==> src/rtl/sram_ctrl_pkg.sv <==
package sram_ctrl_pkg;

  typedef enum logic [2:0] {
    ST_IDLE,
    ST_W_SETUP,
    ST_W_LOW,
    ST_W_DRIVE,
    ST_W_HOLD,
    ST_W_REC,
    ST_R_ACCESS,
    ST_R_TURN
  } phase_e;

  // ceiling of ns / period, never below one cycle
  function automatic int unsigned ns_to_cyc(int unsigned ns, int unsigned period);
    int unsigned c;
    c = (ns + period - 1) / period;
    return (c == 0) ? 1 : c;
  endfunction

  function automatic int unsigned umax(int unsigned a, int unsigned b);
    return (a > b) ? a : b;
  endfunction

endpackage

==> src/rtl/sram_phase_timer.sv <==
module sram_phase_timer #(
  parameter int unsigned CNT_W = 4
) (
  input  logic             clk_i,
  input  logic             rst_ni,
  input  logic             load_i,
  input  logic [CNT_W-1:0] load_val_i,
  output logic             last_o
);

  logic [CNT_W-1:0] cnt_q;

  always_ff @(posedge clk_i or negedge rst_ni) begin
    if (!rst_ni)                cnt_q <= '0;
    else if (load_i)            cnt_q <= load_val_i;
    else if (cnt_q != '0)       cnt_q <= cnt_q - 1'b1;
  end

  assign last_o = (cnt_q == '0);

  // counter parks at zero until reloaded
  p_timer_park_r10: assert property (@(posedge clk_i) disable iff (!rst_ni)
    (cnt_q == '0 && !load_i) |=> cnt_q == '0);

endmodule

==> src/rtl/sram_req_latch.sv <==
module sram_req_latch #(
  parameter int unsigned ADDR_W = 18,
  parameter int unsigned DATA_W = 8
) (
  input  logic              clk_i,
  input  logic              rst_ni,
  input  logic              accept_i,
  input  logic [ADDR_W-1:0] addr_i,
  input  logic [DATA_W-1:0] wdata_i,
  input  logic              capture_i,
  input  logic [DATA_W-1:0] mem_dq_i,
  output logic [ADDR_W-1:0] addr_o,
  output logic [DATA_W-1:0] wdata_o,
  output logic [DATA_W-1:0] rdata_o
);

  always_ff @(posedge clk_i or negedge rst_ni) begin
    if (!rst_ni) begin
      addr_o  <= '0;
      wdata_o <= '0;
    end else if (accept_i) begin
      addr_o  <= addr_i;
      wdata_o <= wdata_i;
    end
  end

  always_ff @(posedge clk_i or negedge rst_ni) begin
    if (!rst_ni)        rdata_o <= '0;
    else if (capture_i) rdata_o <= mem_dq_i;
  end

  // latched request never changes without an accept
  p_latch_hold_r9: assert property (@(posedge clk_i) disable iff (!rst_ni)
    !accept_i |=> $stable(addr_o) && $stable(wdata_o));

endmodule

==> src/rtl/sram_ctrl_fsm.sv <==
module sram_ctrl_fsm
  import sram_ctrl_pkg::*;
#(
  parameter int unsigned CNT_W   = 4,
  parameter int unsigned PULSE_C = 2,
  parameter int unsigned REC_C   = 1,
  parameter int unsigned RD_C    = 1,
  parameter int unsigned TURN_C  = 1
) (
  input  logic             clk_i,
  input  logic             rst_ni,
  input  logic             req_i,
  input  logic             req_write_i,
  input  logic             last_i,
  output logic             load_o,
  output logic [CNT_W-1:0] load_val_o,
  output phase_e           state_d_o,
  output logic             accept_o,
  output logic             capture_o,
  output logic             ack_o
);

  localparam logic [CNT_W-1:0] LD_DRIVE = CNT_W'(PULSE_C - 2);
  localparam logic [CNT_W-1:0] LD_REC   = CNT_W'(REC_C - 1);
  localparam logic [CNT_W-1:0] LD_RD    = CNT_W'(RD_C - 1);
  localparam logic [CNT_W-1:0] LD_TURN  = CNT_W'(TURN_C - 1);

  phase_e state_q, state_d;

  always_comb begin
    state_d = state_q;
    unique case (state_q)
      ST_IDLE:     if (req_i) state_d = req_write_i ? ST_W_SETUP : ST_R_ACCESS;
      ST_W_SETUP:  if (last_i) state_d = ST_W_LOW;
      ST_W_LOW:    state_d = ST_W_DRIVE;
      ST_W_DRIVE:  if (last_i) state_d = ST_W_HOLD;
      ST_W_HOLD:   state_d = ST_W_REC;
      ST_W_REC:    if (last_i) state_d = ST_IDLE;
      ST_R_ACCESS: if (last_i) state_d = ST_R_TURN;
      ST_R_TURN:   if (last_i) state_d = ST_IDLE;
      default:     state_d = ST_IDLE;
    endcase
  end

  always_comb begin
    unique case (state_d)
      ST_W_DRIVE:  load_val_o = LD_DRIVE;
      ST_W_REC:    load_val_o = LD_REC;
      ST_R_ACCESS: load_val_o = LD_RD;
      ST_R_TURN:   load_val_o = LD_TURN;
      default:     load_val_o = '0;
    endcase
  end

  assign load_o    = (state_d != state_q);
  assign accept_o  = (state_q == ST_IDLE) && req_i;
  assign capture_o = (state_q == ST_R_ACCESS) && last_i;
  assign state_d_o = state_d;

  always_ff @(posedge clk_i or negedge rst_ni) begin
    if (!rst_ni) begin
      state_q <= ST_IDLE;
      ack_o   <= 1'b0;
    end else begin
      state_q <= state_d;
      ack_o   <= capture_o || ((state_q == ST_W_REC) && last_i);
    end
  end

  // a transfer begins only from idle
  p_start_from_idle_r8: assert property (@(posedge clk_i) disable iff (!rst_ni)
    (state_q == ST_W_SETUP || (state_q == ST_R_ACCESS && $past(state_q) != ST_R_ACCESS))
      |-> $past(state_q) == ST_IDLE);

  // acknowledge is a single clock
  p_ack_single_r11: assert property (@(posedge clk_i) disable iff (!rst_ni)
    ack_o |=> !ack_o);

  // read turnaround always follows a read access
  p_turn_after_read_r7: assert property (@(posedge clk_i) disable iff (!rst_ni)
    (state_q == ST_R_ACCESS && last_i) |=> state_q == ST_R_TURN);

endmodule

==> src/rtl/sram_pin_ctrl.sv <==
module sram_pin_ctrl
  import sram_ctrl_pkg::*;
#(
  parameter int unsigned PULSE_C = 2,
  parameter int unsigned CNT_W   = 4
) (
  input  logic   clk_i,
  input  logic   rst_ni,
  input  phase_e state_d_i,
  output logic   ce_n_o,
  output logic   ce_o,
  output logic   we_n_o,
  output logic   oe_n_o,
  output logic   dq_oe_o
);

  localparam int unsigned WCNT_W = CNT_W + 1;

  logic sel_d, we_d, oe_d, drv_d;

  always_comb begin
    sel_d = state_d_i inside {ST_W_SETUP, ST_W_LOW, ST_W_DRIVE, ST_W_HOLD, ST_R_ACCESS};
    we_d  = state_d_i inside {ST_W_LOW, ST_W_DRIVE};
    oe_d  = (state_d_i == ST_R_ACCESS);
    drv_d = state_d_i inside {ST_W_DRIVE, ST_W_HOLD};
  end

  // pins come straight from flops: no decode glitches reach the memory
  always_ff @(posedge clk_i or negedge rst_ni) begin
    if (!rst_ni) begin
      ce_n_o  <= 1'b1;
      ce_o    <= 1'b0;
      we_n_o  <= 1'b1;
      oe_n_o  <= 1'b1;
      dq_oe_o <= 1'b0;
    end else begin
      ce_n_o  <= !sel_d;
      ce_o    <= sel_d;
      we_n_o  <= !we_d;
      oe_n_o  <= !oe_d;
      dq_oe_o <= drv_d;
    end
  end

  logic [WCNT_W-1:0] wlow_q;

  always_ff @(posedge clk_i or negedge rst_ni) begin
    if (!rst_ni)     wlow_q <= '0;
    else if (we_n_o) wlow_q <= '0;
    else             wlow_q <= wlow_q + 1'b1;
  end

  p_we_oe_excl_r4: assert property (@(posedge clk_i) disable iff (!rst_ni)
    !(!we_n_o && !oe_n_o));

  p_we_pulse_len_r4: assert property (@(posedge clk_i) disable iff (!rst_ni)
    $rose(we_n_o) |-> wlow_q == WCNT_W'(PULSE_C));

  p_drv_rise_r5: assert property (@(posedge clk_i) disable iff (!rst_ni)
    $rose(dq_oe_o) |-> !we_n_o && $past(!we_n_o));

  p_drv_fall_r5: assert property (@(posedge clk_i) disable iff (!rst_ni)
    $fell(dq_oe_o) |-> we_n_o && $past(we_n_o));

  p_no_contention_r7: assert property (@(posedge clk_i) disable iff (!rst_ni)
    dq_oe_o |-> oe_n_o);

  p_strobe_selected_r2: assert property (@(posedge clk_i) disable iff (!rst_ni)
    (!we_n_o || !oe_n_o) |-> (!ce_n_o && ce_o));

endmodule

==> src/rtl/sram_async_ctrl.sv <==
module sram_async_ctrl
  import sram_ctrl_pkg::*;
#(
  parameter int unsigned ADDR_W    = 18,
  parameter int unsigned DATA_W    = 8,
  parameter int unsigned CLK_NS    = 4,
  parameter int unsigned T_WC_NS   = 55,
  parameter int unsigned T_WP_NS   = 40,
  parameter int unsigned T_AW_NS   = 50,
  parameter int unsigned T_DW_NS   = 25,
  parameter int unsigned T_AA_NS   = 55,
  parameter int unsigned T_OE_NS   = 30,
  parameter int unsigned T_HZ_NS   = 25
) (
  input  logic              clk_i,
  input  logic              rst_ni,
  input  logic              req_i,
  input  logic              req_write_i,
  input  logic [ADDR_W-1:0] req_addr_i,
  input  logic [DATA_W-1:0] req_wdata_i,
  output logic              ack_o,
  output logic [DATA_W-1:0] rdata_o,
  output logic [ADDR_W-1:0] mem_addr_o,
  output logic              mem_ce_n_o,
  output logic              mem_ce_o,
  output logic              mem_we_n_o,
  output logic              mem_oe_n_o,
  output logic [DATA_W-1:0] mem_dq_o,
  output logic              mem_dq_oe_o,
  input  logic [DATA_W-1:0] mem_dq_i
);

  localparam int unsigned WC_C = ns_to_cyc(T_WC_NS, CLK_NS);
  localparam int unsigned WP_C = ns_to_cyc(T_WP_NS, CLK_NS);
  localparam int unsigned AW_C = ns_to_cyc(T_AW_NS, CLK_NS);
  localparam int unsigned DW_C = ns_to_cyc(T_DW_NS, CLK_NS);
  localparam int unsigned AA_C = ns_to_cyc(T_AA_NS, CLK_NS);
  localparam int unsigned OE_C = ns_to_cyc(T_OE_NS, CLK_NS);
  localparam int unsigned HZ_C = ns_to_cyc(T_HZ_NS, CLK_NS);

  // one write-enable pulse covers pulse width, data setup and address-to-end
  localparam int unsigned PULSE_C = umax(umax(WP_C, DW_C + 1), umax(AW_C - 1, 2));
  localparam int unsigned REC_C   = (WC_C > PULSE_C + 2) ? (WC_C - PULSE_C - 2) : 1;
  localparam int unsigned RD_C    = umax(AA_C, OE_C);
  localparam int unsigned TURN_C  = HZ_C;
  localparam int unsigned MAX_C   = umax(umax(PULSE_C, REC_C), umax(RD_C, TURN_C));
  localparam int unsigned CNT_W   = $clog2(MAX_C + 1);

  logic             load, last, accept, capture;
  logic [CNT_W-1:0] load_val;
  phase_e           state_d;

  sram_phase_timer #(.CNT_W(CNT_W)) u_timer (
    .clk_i      (clk_i),
    .rst_ni     (rst_ni),
    .load_i     (load),
    .load_val_i (load_val),
    .last_o     (last)
  );

  sram_ctrl_fsm #(
    .CNT_W   (CNT_W),
    .PULSE_C (PULSE_C),
    .REC_C   (REC_C),
    .RD_C    (RD_C),
    .TURN_C  (TURN_C)
  ) u_fsm (
    .clk_i       (clk_i),
    .rst_ni      (rst_ni),
    .req_i       (req_i),
    .req_write_i (req_write_i),
    .last_i      (last),
    .load_o      (load),
    .load_val_o  (load_val),
    .state_d_o   (state_d),
    .accept_o    (accept),
    .capture_o   (capture),
    .ack_o       (ack_o)
  );

  sram_pin_ctrl #(.PULSE_C(PULSE_C), .CNT_W(CNT_W)) u_pins (
    .clk_i     (clk_i),
    .rst_ni    (rst_ni),
    .state_d_i (state_d),
    .ce_n_o    (mem_ce_n_o),
    .ce_o      (mem_ce_o),
    .we_n_o    (mem_we_n_o),
    .oe_n_o    (mem_oe_n_o),
    .dq_oe_o   (mem_dq_oe_o)
  );

  sram_req_latch #(.ADDR_W(ADDR_W), .DATA_W(DATA_W)) u_latch (
    .clk_i     (clk_i),
    .rst_ni    (rst_ni),
    .accept_i  (accept),
    .addr_i    (req_addr_i),
    .wdata_i   (req_wdata_i),
    .capture_i (capture),
    .mem_dq_i  (mem_dq_i),
    .addr_o    (mem_addr_o),
    .wdata_o   (mem_dq_o),
    .rdata_o   (rdata_o)
  );

  logic sel;
  assign sel = !mem_ce_n_o && mem_ce_o;

  p_addr_stable_r9: assert property (@(posedge clk_i) disable iff (!rst_ni)
    (sel && $past(sel)) |-> $stable(mem_addr_o));

  p_sel_pair_r2: assert property (@(posedge clk_i) disable iff (!rst_ni)
    (mem_ce_n_o != mem_ce_o));

endmodule

==> config.mk <==
export PLATFORM = sky130hd
export DESIGN_NAME = sram_async_ctrl
export DESIGN_NICKNAME = d
export VERILOG_FILES = /design/src/rtl/sram_ctrl_pkg.sv /design/src/rtl/sram_phase_timer.sv /design/src/rtl/sram_req_latch.sv /design/src/rtl/sram_ctrl_fsm.sv /design/src/rtl/sram_pin_ctrl.sv /design/src/rtl/sram_async_ctrl.sv
export SDC_FILE = /design/constraint.sdc
export NUM_CORES = 1
export LEC_CHECK = 0
export BUFFER_PORTS_ARGS = -buffer_cell sky130_fd_sc_hd__buf_2
export CAP_MARGIN = 30
export CORE_UTILIZATION = 40
export CTS_BUF_LIST = sky130_fd_sc_hd__clkbuf_16
export DETAILED_ROUTE_END_ITERATION = 10
export GPL_TIMING_DRIVEN = 0
export HOLD_SLACK_MARGIN = 0.12
export PLACE_DENSITY = 0.79
export SLEW_MARGIN = 5
export SYNTH_ARGS = -nofsm -noshare
export SYNTH_HDL_FRONTEND = slang
export SYNTH_SLANG_ARGS = --single-unit
==> constraint.sdc <==
create_clock -name clk_i -period 1.69 [get_ports clk_i]
set_input_delay 0.169 -clock clk_i [delete_from_list [all_inputs] [get_ports clk_i]]
set_output_delay 0.169 -clock clk_i [all_outputs]
set_load 0.02 [all_outputs]
==> flow_summary.json <==
{
  "ant_nets": 0,
  "antennaDiodeCount": 0,
  "yosys.area_share.adder_pct": 0.6297,
  "synth_cell_types": 32,
  "wl_um": 4285,
  "met1_usage_pct": 19.73,
  "synth_area_per_cell_um2": 12.90,
  "relSlewSlack_pct": 63.14,
  "numCtsBuffers": 5,
  "first_iter_violations": 68,
  "htreeDepth": 2,
  "hold_class": "in2reg",
  "cap_violations": 0,
  "start_util_pct": 41.79,
  "worstSetupStartpointType": "register",
  "clk_pin_slew_ns": 0.06,
  "violations": "setup timing",
  "busiest_layer": "met2",
  "path_cells": "inv_2 -> ha_4 -> or3b_4 -> nor3_4 -> buf_12 -> mux2_4",
  "cts_tree": "built",
  "cts.sinks": 47,
  "critPathBufInv": 2,
  "synth_ff_type": "dfrtp_1",
  "regArea_um2": 1180,
  "ys_seq_area_share_pct": 59.38,
  "chipHeight_um": 72.48,
  "tns_ns": -0.4776,
  "rows": 25,
  "p_per_area_nw_per_um2": 1914,
  "synth-edff-count": 0,
  "worstSkewPairLatency_ns": 0.28,
  "cp.arrival_ns": 1.92,
  "slew_violations": 0,
  "die_w_um": 72.48,
  "grtUsageMet3_pct": 4.028,
  "synth_top_family_by_area": "multiplexers",
  "dr.pass1.iters": 4,
  "fmax_ghz": 0.5691,
  "grt_max_degree": 26,
  "finalSetupViolations": 8,
  "muxShareOfSynthArea_pct": 19.77,
  "rsz0062_at_grt": "true",
  "multi_input_area_um2": 789.5,
  "period_minus_slack_ns": 1.757,
  "grt_pass1_wl_um": 6534,
  "portBuffers": 77,
  "synth_nets": 193,
  "root_buffer": "clkbuf_16",
  "tightest_slew_ns": 0.5530,
  "drc": 0,
  "post-place-cells": 299,
  "coreArea_um2": 4755,
  "cp_slowest_cell": "or3b_4",
  "design_area_um2": 2892,
  "vias": 1570,
  "status": "finished, violations left",
  "avgRoutedWirePerCell_um": 13.23,
  "finClkSkew_ns": 0.005895,
  "critPathTopFamily": "simple AND/OR/NAND/NOR gates",
  "gp_congestion": 0.7967,
  "met2_usage_pct": 28.35,
  "drive_above_1_share_pct": 55.64,
  "grt-ovfl-total": 0,
  "synth_cells": 154,
  "hpwl_um": 3019,
  "netlist_area_um2": 1987,
  "final_hold_viol_count": 0,
  "track_usage_pct": 16.08,
  "setup_ws_ns": -0.06731,
  "cp_max_fo": 8,
  "grt_pass1_vias": 1475,
  "fillers": 385,
  "setup.worst_path.end_class": "register",
  "antenna_found_initial": 0,
  "final_net_count": 295,
  "synth-xor-area-share_pct": 1.322,
  "io_pins": 78,
  "synth_warnings": 0,
  "synthToLayoutAreaGrowth_pct": 45.53,
  "dieArea_um2": 5253,
  "setup.worst_path.class": "reg2reg",
  "dpl_cell_area_um2": 2500,
  "fin_crit_sh_pct": 104.0,
  "synth_compound_area_share_pct": 5.668,
  "yosys.area_share.simple_pct": 9.824,
  "power.total_w": 0.005535,
  "drt-vias-per-instance": 4.846,
  "peakVddDrop_mv": 0.8969,
  "required_ns": 1.85,
  "leakagePower_nw": 1.440,
  "clk_path_buf_depth": 2,
  "async_flop_share_pct": 100.0,
  "finalNonFillerCells": 324,
  "synth-seq-cells": 47,
  "critical-path-max-stage-delay_ns": 0.40,
  "layout_commonest_cell": "buf_2",
  "mostFrequentLayoutCells": "80 x buf_2, 44 x dfrtp_1, 26 x mux2_2"
}
## cells in the mapped netlist (4+ instances only)
cell	count	area (µm²)
dfrtp_1	44	1101
mux2_2	34	382.9
nor2_1	13	48.80
nand2_1	5	18.77
nor3_1	5	25.02
o21ai_0	5	25.02
a21oi_1	4	20.02
inv_1	4	15.01
nand2b_1	4	25.02
## sequential cells by signal, indices dropped and copies added, names as in the netlist
name,flops
u_pins.ce_n_o,1
u_latch.addr_o,18
u_fsm.state_q,3
u_pins.we_n_o,1
u_latch.wdata_o,8
u_pins.oe_n_o,1
u_fsm.ack_o,1
u_pins.ce_o,1
u_pins.dq_oe_o,1
u_timer.cnt_q,4
u_latch.rdata_o,8
## logic make-up (layout without fill, tap and decap cells)
| kind of cell | count (synthesis) | count (layout) |
|---|---|---|
| flops | 47 | 47 |
| compound gates | 17 | 17 |
| xor+xnor | 3 | 3 |
| mux | 35 | 35 |
| fa+ha+maj | 1 | 1 |
| simple gates | 37 | 37 |
| buf+inv | 14 | 117 |
## where the power goes
group | switching [W] | internal (W) | total, W
clock | 0.000399 | 0.000702 | 0.00110
sequential | 0.000252 | 0.00167 | 0.00192
combinational | 0.00139 | 0.00112 | 0.00251
total | 0.00204 | 0.00349 | 0.00554
## worst register-to-register path: cells and delay by family, from the launching register on
family	cells	cell delay, ns
simple gates	2	0.56
flops	1	0.39
mux	1	0.31
buf+inv	2	0.25
fa+ha+maj	1	0.14
## area by class of cell
type                       count  share of cell area, %
buffer                        10                  2.466
inverter                       4                 0.5193
clock inverter                 3                  1.601
tap                           67                  2.899
multi-input combinational     93                  27.30
timing repair buffer          95                  20.08
clock buffer                   5                  4.327
sequential                    47                  40.80
## what timing repair did
action	CTS	global route
pin swaps	2	2
hold buffers	9	2
resized for setup	14	4
endpoints found under the setup margin	30	30
setup buffers	5	1
hold endpoints to repair	30	2
## worst paths after layout
| check | startpoint | to | slack, ns | cells past startpoint |
|---|---|---|---|---|
| worst max-delay path | u_timer.cnt_q[0] | u_latch.rdata_o[1] | -0.07 | 6 |
| worst min-delay path | req_addr_i[5] | u_latch.addr_o[5] | 0.12 | 2 |
| worst max register to register | u_timer.cnt_q[0] | u_latch.rdata_o[1] | -0.07 | 6 |
| worst min register to register | u_latch.addr_o[0] | u_latch.addr_o[0] | 0.50 | 1 |
| max in group asynchronous | rst_ni | u_pins.we_n_o | 0.68 | 3 |
| min in group asynchronous | rst_ni | u_latch.addr_o[14] | 0.43 | 2 |
## stage by stage
stage	hold slack, ns	utilization (%)	setup WS [ns]
after global placement	0.3911	52.00	-0.2017
after floorplan	-0.1266	-	-0.06692
after global routing	0.1200	60.82	-0.08958
after CTS	0.1206	60.13	-0.07610
final	0.1206	60.82	-0.06731
after detailed placement	0.1922	52.58	-0.2362
## per-layer routing
| metal | vias to the layer above | part of all wire [%] |
|---|---|---|
| met5 | - | 0 |
| met4 | 0 | 0.33 |
| met3 | 2 | 7.5 |
| met2 | 68 | 49 |
| met1 | 758 | 43 |
| li1 | 742 | - |
Note: power is estimated with default switching activity, not from simulation.
